File: src/rtl/uart_iid_pkg.sv
package uart_iid_pkg;

  typedef enum logic [2:0] {
    SRC_MODEM  = 3'b000,
    SRC_THRE   = 3'b001,
    SRC_RXDATA = 3'b010,
    SRC_LINE   = 3'b011,
    SRC_CTO    = 3'b110
  } iid_src_e;

  // Fixed priority: line > rx data > timeout > tx empty > modem
  function automatic iid_src_e pick_source(input logic line_a, input logic rxd_a,
                                           input logic cto_a, input logic thre_a,
                                           input logic msr_a);
    if (line_a)      return SRC_LINE;
    else if (rxd_a)  return SRC_RXDATA;
    else if (cto_a)  return SRC_CTO;
    else if (thre_a) return SRC_THRE;
    else             return SRC_MODEM;
    // msr_a only decides pending state; code 000 is shared with idle
  endfunction

  function automatic logic [7:0] pack_ident(input logic fifo_on, input logic [2:0] code,
                                            input logic pend_n);
    return {fifo_on, fifo_on, 2'b00, code, pend_n};
  endfunction

endpackage

File: src/rtl/irq_sticky_flag.sv
module irq_sticky_flag #(
  parameter int W = 1
) (
  input  logic         clk,
  input  logic         rst_n,
  input  logic [W-1:0] set_i,
  input  logic         clr_i,
  output logic [W-1:0] flag_o
);

  logic [W-1:0] flag_q;

  always_ff @(posedge clk or negedge rst_n) begin
    if (!rst_n) flag_q <= '0;
    else        flag_q <= (flag_q & ~{W{clr_i}}) | set_i;
  end

  assign flag_o = flag_q;

  // a new event is never lost to a simultaneous clear
  assert_set_wins_R10: assert property (@(posedge clk) disable iff (!rst_n)
    (|set_i) |=> ((flag_o & $past(set_i)) == $past(set_i)));

  // without set or clear the latched bits hold
  assert_flag_hold_R6: assert property (@(posedge clk) disable iff (!rst_n)
    (!clr_i && set_i == '0) |=> $stable(flag_o));

endmodule

File: src/rtl/irq_prio_enc.sv
module irq_prio_enc
  import uart_iid_pkg::*;
(
  input  logic       clk,
  input  logic       rst_n,
  input  logic       line_act,
  input  logic       rxd_act,
  input  logic       cto_act,
  input  logic       thre_act,
  input  logic       msr_act,
  output logic [2:0] code_o,
  output logic       pend_n_o
);

  iid_src_e sel;
  logic     any_act;

  assign any_act  = line_act | rxd_act | cto_act | thre_act | msr_act;
  assign sel      = pick_source(line_act, rxd_act, cto_act, thre_act, msr_act);
  assign code_o   = any_act ? sel : SRC_MODEM;
  assign pend_n_o = ~any_act;

  assert_line_first_R2: assert property (@(posedge clk) disable iff (!rst_n)
    line_act |-> (code_o == 3'b011 && !pend_n_o));

  assert_rxd_second_R3: assert property (@(posedge clk) disable iff (!rst_n)
    (rxd_act && !line_act) |-> code_o == 3'b010);

  assert_cto_third_R4: assert property (@(posedge clk) disable iff (!rst_n)
    (cto_act && !line_act && !rxd_act) |-> code_o == 3'b110);

  assert_idle_code_R8: assert property (@(posedge clk) disable iff (!rst_n)
    pend_n_o |-> code_o == 3'b000);

endmodule

File: src/rtl/uart_irq_ident.sv
module uart_irq_ident
  import uart_iid_pkg::*;
#(
  parameter int MSR_W = 4,
  parameter int IEN_W = 4
) (
  input  logic             clk,
  input  logic             rst_n,
  input  logic [IEN_W-1:0] ien,
  input  logic             mie,
  input  logic             fifo_on,
  input  logic             line_evt,
  input  logic             rx_avail,
  input  logic             rx_timeout,
  input  logic             thre_evt,
  input  logic             thr_wr,
  input  logic [MSR_W-1:0] msr_chg,
  input  logic             lsr_rd,
  input  logic             msr_rd,
  input  logic             iir_rd,
  output logic [7:0]       ident,
  output logic [2:0]       src_code,
  output logic             pend_n,
  output logic             irq,
  output logic [MSR_W-1:0] msr_delta
);

  localparam int EN_RX = 0;
  localparam int EN_TX = 1;
  localparam int EN_LS = 2;
  localparam int EN_MS = 3;

  logic line_flag, thre_flag;
  logic thre_set, thre_clr, thre_ack_rd;
  logic line_act, rxd_act, cto_act, thre_act, msr_act;

  irq_sticky_flag #(.W(1)) u_line (
    .clk(clk), .rst_n(rst_n), .set_i(line_evt), .clr_i(lsr_rd), .flag_o(line_flag));

  irq_sticky_flag #(.W(MSR_W)) u_msr (
    .clk(clk), .rst_n(rst_n), .set_i(msr_chg), .clr_i(msr_rd), .flag_o(msr_delta));

  // transmit write means holding register is full again: it beats the event
  assign thre_set    = thre_evt & ~thr_wr;
  assign thre_ack_rd = iir_rd & ~pend_n & (src_code == SRC_THRE);
  assign thre_clr    = thr_wr | thre_ack_rd;

  irq_sticky_flag #(.W(1)) u_thre (
    .clk(clk), .rst_n(rst_n), .set_i(thre_set), .clr_i(thre_clr), .flag_o(thre_flag));

  assign line_act = ien[EN_LS] & line_flag;
  assign rxd_act  = ien[EN_RX] & rx_avail;
  assign cto_act  = ien[EN_RX] & rx_timeout;
  assign thre_act = ien[EN_TX] & thre_flag;
  assign msr_act  = ien[EN_MS] & (|msr_delta);

  irq_prio_enc u_enc (
    .clk(clk), .rst_n(rst_n),
    .line_act(line_act), .rxd_act(rxd_act), .cto_act(cto_act),
    .thre_act(thre_act), .msr_act(msr_act),
    .code_o(src_code), .pend_n_o(pend_n));

  assign ident = pack_ident(fifo_on, src_code, pend_n);
  assign irq   = mie & ~pend_n;

  assert_thre_ack_R5: assert property (@(posedge clk) disable iff (!rst_n)
    (thre_ack_rd && !thre_evt) |=> !thre_flag);

  assert_thre_keep_R5: assert property (@(posedge clk) disable iff (!rst_n)
    (thre_flag && iir_rd && src_code != SRC_THRE && !thr_wr) |=> thre_flag);

  assert_irq_gate_R9: assert property (@(posedge clk) disable iff (!rst_n)
    (!mie || pend_n) |-> !irq);

  assert_line_clear_R10: assert property (@(posedge clk) disable iff (!rst_n)
    (lsr_rd && !line_evt) |=> !line_flag);

  assert_disabled_quiet_R7: assert property (@(posedge clk) disable iff (!rst_n)
    (ien == '0) |-> pend_n);

endmodule

File: config.mk
export PLATFORM = sky130hd
export DESIGN_NAME = uart_irq_ident
export DESIGN_NICKNAME = d
export VERILOG_FILES = /design/src/rtl/uart_iid_pkg.sv /design/src/rtl/irq_sticky_flag.sv /design/src/rtl/irq_prio_enc.sv /design/src/rtl/uart_irq_ident.sv
export SDC_FILE = /design/constraint.sdc
export NUM_CORES = 1
export LEC_CHECK = 0
export BUFFER_PORTS_ARGS = -buffer_cell sky130_fd_sc_hd__buf_2
export CORE_AREA = 2 2 39 41
export CTS_BUF_LIST = sky130_fd_sc_hd__clkbuf_2
export DETAILED_ROUTE_END_ITERATION = 16
export DIE_AREA = 0 0 41 43
export GPL_ROUTABILITY_DRIVEN = 1
export SLEW_MARGIN = 20
export SYNTH_ARGS = -nofsm -noshare
export SYNTH_HDL_FRONTEND = slang
export SYNTH_SLANG_ARGS = --single-unit
File: constraint.sdc
create_clock -name clk -period 1.7 [get_ports clk]
set_input_delay 0.085 -clock clk [delete_from_list [all_inputs] [get_ports clk]]
set_output_delay 0.085 -clock clk [all_outputs]
set_load 0.05 [all_outputs]
==> impl_results.md, run 1 <==
* Std-Cell Rows at 14
* CP Data Arrival Time at around 1500 ps
* DR WL/cell at about 10 µm
* CTS tree: yes
* Hold Path Class: input port to register
* Status: complete, no violations
* EDFF count, synth at 0
* Input/output buffers at 31
* GRT Total Usage at roughly 11%
* Final wirelength at between 800 and 900 µm
* Number of global-route vias before repair at around 330
* Die width at around 40 µm
* Vias at roughly 350
* # diodes at 0
* Most numerous cell in the Yosys netlist: buf_4
* Count of cell types in the netlist at 16
* Largest net degree at the start of global routing at 7
* Crit share post-route at about 95%
* DR DRC count at 0
* Startpoint Class: register
* Final setup viols at 0
* Clk sinks at 6
* Net Sw Frac at about two fifths
* Worst Path Max Fanout at 3
* Initial antenna violation count at 0
* Post-synthesis cell type with the largest combined area: dfrtp_1
* Avg Inst Size Synth at 10.2 µm²
* Dominant synthesized flop cell: dfrtp_1
* Post-DP HPWL at between 600 and 700 µm
* Worst Skew at ~0.0022 ps
* Max stage delay on crit path at 400 ps
* Fin nets at 86
* Async SR Flop Fraction at 100%
* Overall Power at around 0.42 mW
* # Post-CTS Setup Buffers at 0
* Fin Hold WS at approximately 38 ps
* Global-route wire length before repair at around 1.3 mm
* Initial DRC Count at 3
* Top post-synthesis cells by area: dfrtp_1, buf_4, a21o_1
* Cells after Synth at 35
* Layout cell share with drive strength beyond 1 at 57.8%
* Hold path cells at 2
* Post-Syn Area at around 360 µm²
* RSZ-0062 raised after global routing: true
* Ports at 37
* Reg power frac at between 30% and 40%
* Total Neg Setup Slack at 0 ps
* Cell Count, Final, Fillers Out at 80
* Logic pwr share at roughly two fifths
* Clock Tree Buf Depth at 2
* Final max-slew violation count at 0
* Post-synth top area share at 42.3%
* DIE AREA at approximately 1800 µm²
* Remaining Overflow, GRT at 0
* Power share of the clock group at a little under a quarter
* CP required at 1620 ps
* Power density over the cells at 832 nW/µm²
* Internal Pwr Total at between 0.2 and 0.25 mW
* H-tree depth at 1
* Area growth, synth to finish at 43.7%
* CTS root buf: clkbuf_2
* Crit-path cells: o41ai_2 > and4_2 > buf_2
* Starting Density at around a quarter
* Switching power at between 0.15 and 0.2 mW
* VDD IR-drop max at between 400 and 500 µV
* Final core occ at a little under two fifths
* Initial DRT Pass Iterations at 4
* Clock transition at the registers of the reported paths at about 60 ps
* Num CTS Buffers at 3
* Hold Fails Final Rpt at 0
* Maximum Capacitance Violations at 0
* Final min period at ~1600 ps
* Fmax at 620 MHz
* Slowest CP cell: dfrtp_1
* Crit end category: output port
* Core area at 1380 µm²
* Crit Path Category: register to output port
* Yosys reg bits at 6
* Synth warn at 0
* Drt via density at 4.40
* Synth top cells by count: buf_4, dfrtp_1, a21o_1
* Sequential fraction of the synthesis area at between 40% and 50%
* Placer Congestion at around 0.71
* Post-CTS sizing at 0
* Pleak at approximately 0.30 nW
* Die span in y at between 40 and 50 µm
* Worst-skew pair later-pin latency at 210 ps
* Depth of the most critical reg-to-reg path at 2
* Routed Antenna Nets at 0
* Placed insts at 75
* FILL cells at around 160
-- state kept, by name, indices dropped and copies added, names as in the netlist --
signal,flops
u_line.flag_o,1
u_msr.flag_o,4
u_thre.flag_o,1
-- final timing paths --
path	startpoint	end	slack, ps
max in group asynchronous	rst_n	u_line.flag_o$_DFF_PN0_	1340
worst min register to register	u_line.flag_o$_DFF_PN0_	u_line.flag_o$_DFF_PN0_	510
worst min-delay path	msr_chg[3]	u_msr.flag_o[3]$_DFF_PN0_	40
min in group asynchronous	rst_n	u_msr.flag_o[1]$_DFF_PN0_	210
worst max register to register	u_line.flag_o$_DFF_PN0_	u_thre.flag_o$_DFF_PN0_	830
worst max-delay path	u_msr.flag_o[0]$_DFF_PN0_	ident[0]	90
-- through the flow --
| stage | cell area [µm²] | worst slack [ps] |
|---|---|---|
| finish | 510 | 88.1 |
| floorplan | 360 | -86.9 |
| CTS | 500 | 61.3 |
| global placement | 475 | 339 |
| global route | 510 | -18.3 |
| detailed placement | 475 | 314 |
-- worst max-delay path, delay by kind of cell (launching register included) --
kind                   cells  cell delay, ps
flip-flops                 1             400
AO/OA/AOI/OAI              1             370
AND/OR/NAND/NOR            1             280
buffers and inverters      1             260
-- layout make-up --
class	instances	area [µm²]	share of cell area [%]
timing repair buffer	33	175	34.3
tap	16	20.0	3.92
sequential	6	150	29.4
clock buffer	3	15.0	2.94
inverter	3	11.3	2.21
multi-input combinational	19	139	27.2
-- cell families after synthesis --
kind of cell,after synthesis,synth area share [%]
other cells,1,1.06
simple gates,7,12.0
buf+inv,11,20.1
compound gates,10,24.6
flops,6,42.3
-- layout by cell type (no fill, tap or decap), drive strengths merged --
cell type / count
dlygate4sd3: 2
o41ai: 1
a311oi: 1
dfrtp: 6
a32o: 1
a41oi: 1
buf: 31
inv: 3
clkbuf: 3
o21ai: 1
nand2: 3
and4: 1
conb: 2
and4b: 1
nor2: 1
a21o: 5
and3b: 1
-- layer usage --
metal  routed length (µm)  track usage (%)  vias to the layer above
met1                  304             13.9                      165
met5                    0                0                        -
met4                    0             4.00                        0
met3                   78             6.28                        0
met2                  433             14.7                       15
li1                     -                -                      172
-- power groups by stage --
| stage | clock network, mW | logic, mW | registers (mW) |
|---|---|---|---|
| final | 0.0990 | 0.164 | 0.162 |
| after detailed placement | 0 | 0.163 | 0.164 |
| after global placement | 0 | 0.162 | 0.163 |
| after global routing | 0.113 | 0.175 | 0.163 |
| after floorplan | 0 | 0.116 | 0.186 |
| after CTS | 0.103 | 0.164 | 0.161 |
-- repair_timing --
item,in CTS,in global routing
setup endpoints to repair,0,2
hold endpoints to repair,6,1
hold buffers,1,1
Power figures use the tool's default switching activity.
==> run 2, diff against run 1 <==
CTS_BUF_LIST = unset   (was sky130_fd_sc_hd__clkbuf_2)
==> impl_results.md, run 2 (synthesis gave the netlist of run 1 again) <==
* Initial DRC Count at 3 (unchanged)
* Status: complete, no violations
* Most frequent cells in the layout: buf_2, dfrtp_1, a21o_1
* Core area at 1380 µm² (unchanged)
* Top sig layer: met3
* Total Neg Setup Slack at 0 ps (unchanged)
* DR WL/cell at 9.98 µm (-2.2%)
* Worst setup margin at 76.2 ps (-12.0 ps)
* # diodes at 0 (unchanged)
* Vias at 345 (-2.0%)
* Die width at 41 µm (unchanged)
* Pleak at 0.299 nW (+0.45%)
* Post-DP HPWL at 697 µm (unchanged)
* Crit share post-route at 95.5% (+0.71 points)
* Design area at 518 µm² (+1.5%)
* Largest net degree at the start of global routing at 7 (unchanged)
* Met2 WL post-DR at 423 µm (-2.3%)
* Startpoint Class: register
* Max reg flops at 4 (unchanged)
* Fin Hold WS at 25.5 ps (-12.6 ps)
* Initial antenna violation count at 0 (unchanged)
* RSZ-0062 raised after global routing: true
* Clk sinks at 6 (unchanged)
* Placer Congestion at 0.708 (unchanged)
* Power density over the cells at 875 nW/µm² (+5.1%)
* Hold Path Class: input port to register
* Drt via density at 4.31 (-2.0%)
* FILL cells at 156 (unchanged)
* Std-Cell Rows at 14 (unchanged)
* GRT Total Usage at 10.8% (unchanged)
* Crit Path Category: register to output port
* Input/output buffers at 31 (unchanged)
* Wl on met1 at 312 µm (+2.6%)
* Leading cell type in the layout, fill and taps excluded: buf_2
* Ports at 37 (unchanged)
* Final wirelength at 798 µm (-2.2%)
* Fmax at 616 MHz (-0.74%)
* Final min period at 1620 ps (+12.0 ps)
* Number of global-route vias before repair at 332 (unchanged)
* Routed Antenna Nets at 0 (unchanged)
* Worst Skew at 0.00311 ps (+0.000888 ps)
* Remaining Overflow, GRT at 0 (unchanged)
* Worst-skew pair later-pin latency at 230 ps (+20 ps)
* Area growth, synth to finish at 45.8%
* Post-Place Setup Slack at 314 ps (unchanged)
* Global-route wire length before repair at 1.28 mm (unchanged)
* Met3 WL at 62 µm (-21%)
* Multi-input gate area at 139 µm² (unchanged)
* Final setup viols at 0 (unchanged)
* Die span in y at 43 µm (unchanged)
* Layout cell share with drive strength beyond 1 at 57.8% (unchanged)
* Initial DRT Pass Iterations at 3 (-1)
* Clock Tree Buf Depth at 2 (unchanged)
* H-tree depth at 1 (unchanged)
* CTS root buf: clkbuf_4
* Num CTS Buffers at 3 (unchanged)
* CP required at 1620 ps (about the same)
* # Post-CTS Setup Buffers at 0 (unchanged)
* Crit end category: output port
* CP Data Arrival Time at 1540 ps (about the same)
* DIE AREA at 1760 µm² (unchanged)
* Maximum Capacitance Violations at 0 (unchanged)
* Clock transition at the registers of the reported paths at 50 ps (about the same)
* Final max-slew violation count at 0 (unchanged)
* Area post-placement at 475 µm² (unchanged)
* Starting Density at 25.7% (unchanged)
* CTS tree: yes
* Worst Path Max Fanout at 3 (unchanged)
* Hold Fails Final Rpt at 0 (unchanged)
* VDD IR-drop max at 650 µV (+46%)
* Final core occ at 37.4% (+0.54 points)
* Fin nets at 86 (unchanged)
* DR DRC count at 0 (unchanged)
* Reg area at 150 µm² (unchanged)
-- run 2: cell counts in the layout (fill, tap and decap cells not counted) --
No cell type changed its count.
-- run 2: per-stage QoR --
stage                     power [mW]  instances
after CTS                      0.461         80
after detailed placement       0.326         75
after floorplan                0.302         36
final                          0.453         80
after global placement         0.326         75
after global routing           0.485         80
-- run 2: final timing paths --
kind                       slack [ps]  cells after the start                 startpoint                         to
max in group asynchronous        1360                      2                      rst_n    u_line.flag_o$_DFF_PN0_
min in group asynchronous         200                      2                      rst_n  u_msr.flag_o[1]$_DFF_PN0_
setup reg to reg                  840                      2    u_line.flag_o$_DFF_PN0_    u_thre.flag_o$_DFF_PN0_
setup / recovery                   80                      3  u_msr.flag_o[0]$_DFF_PN0_                   ident[0]
hold / removal                     30                      2                   line_evt    u_line.flag_o$_DFF_PN0_
hold reg to reg                   500                      1    u_line.flag_o$_DFF_PN0_    u_line.flag_o$_DFF_PN0_
-- run 2: layer usage --
metal  vias up  GRT usage [%]
met4         0           4.00
met2        12           14.7
met3         0           6.28
li1        172              -
met1       161           13.9
met5         -              0
-- run 2: timing repair --
| item | in CTS | in global routing |
|---|---|---|
| resized for setup | 0 | 0 |
| setup endpoints to repair | 0 | 2 |
| hold endpoints to repair | 7 | 0 |
| hold buffers | 2 | 0 |
-- run 2: layout make-up --
class / instances / area share (%)
clock buffer: 3 / 4.35
inverter: 3 / 2.17
multi-input combinational: 19 / 26.8
sequential: 6 / 29.0
tap: 16 / 3.86
timing repair buffer: 33 / 33.8
-- run 2: power by group --
group / internal [mW] / switching [mW] / total, mW
registers: 0.153 / 0.00852 / 0.162
clock network: 0.0796 / 0.0471 / 0.127
logic: 0.0464 / 0.118 / 0.165
total: 0.279 / 0.174 / 0.453
-- run 2: worst max-delay path, stage by stage, from the launching register on --
cell	delay, ps
dfrtp_1	390
o41ai_2	370
and4_2	280
buf_2	260
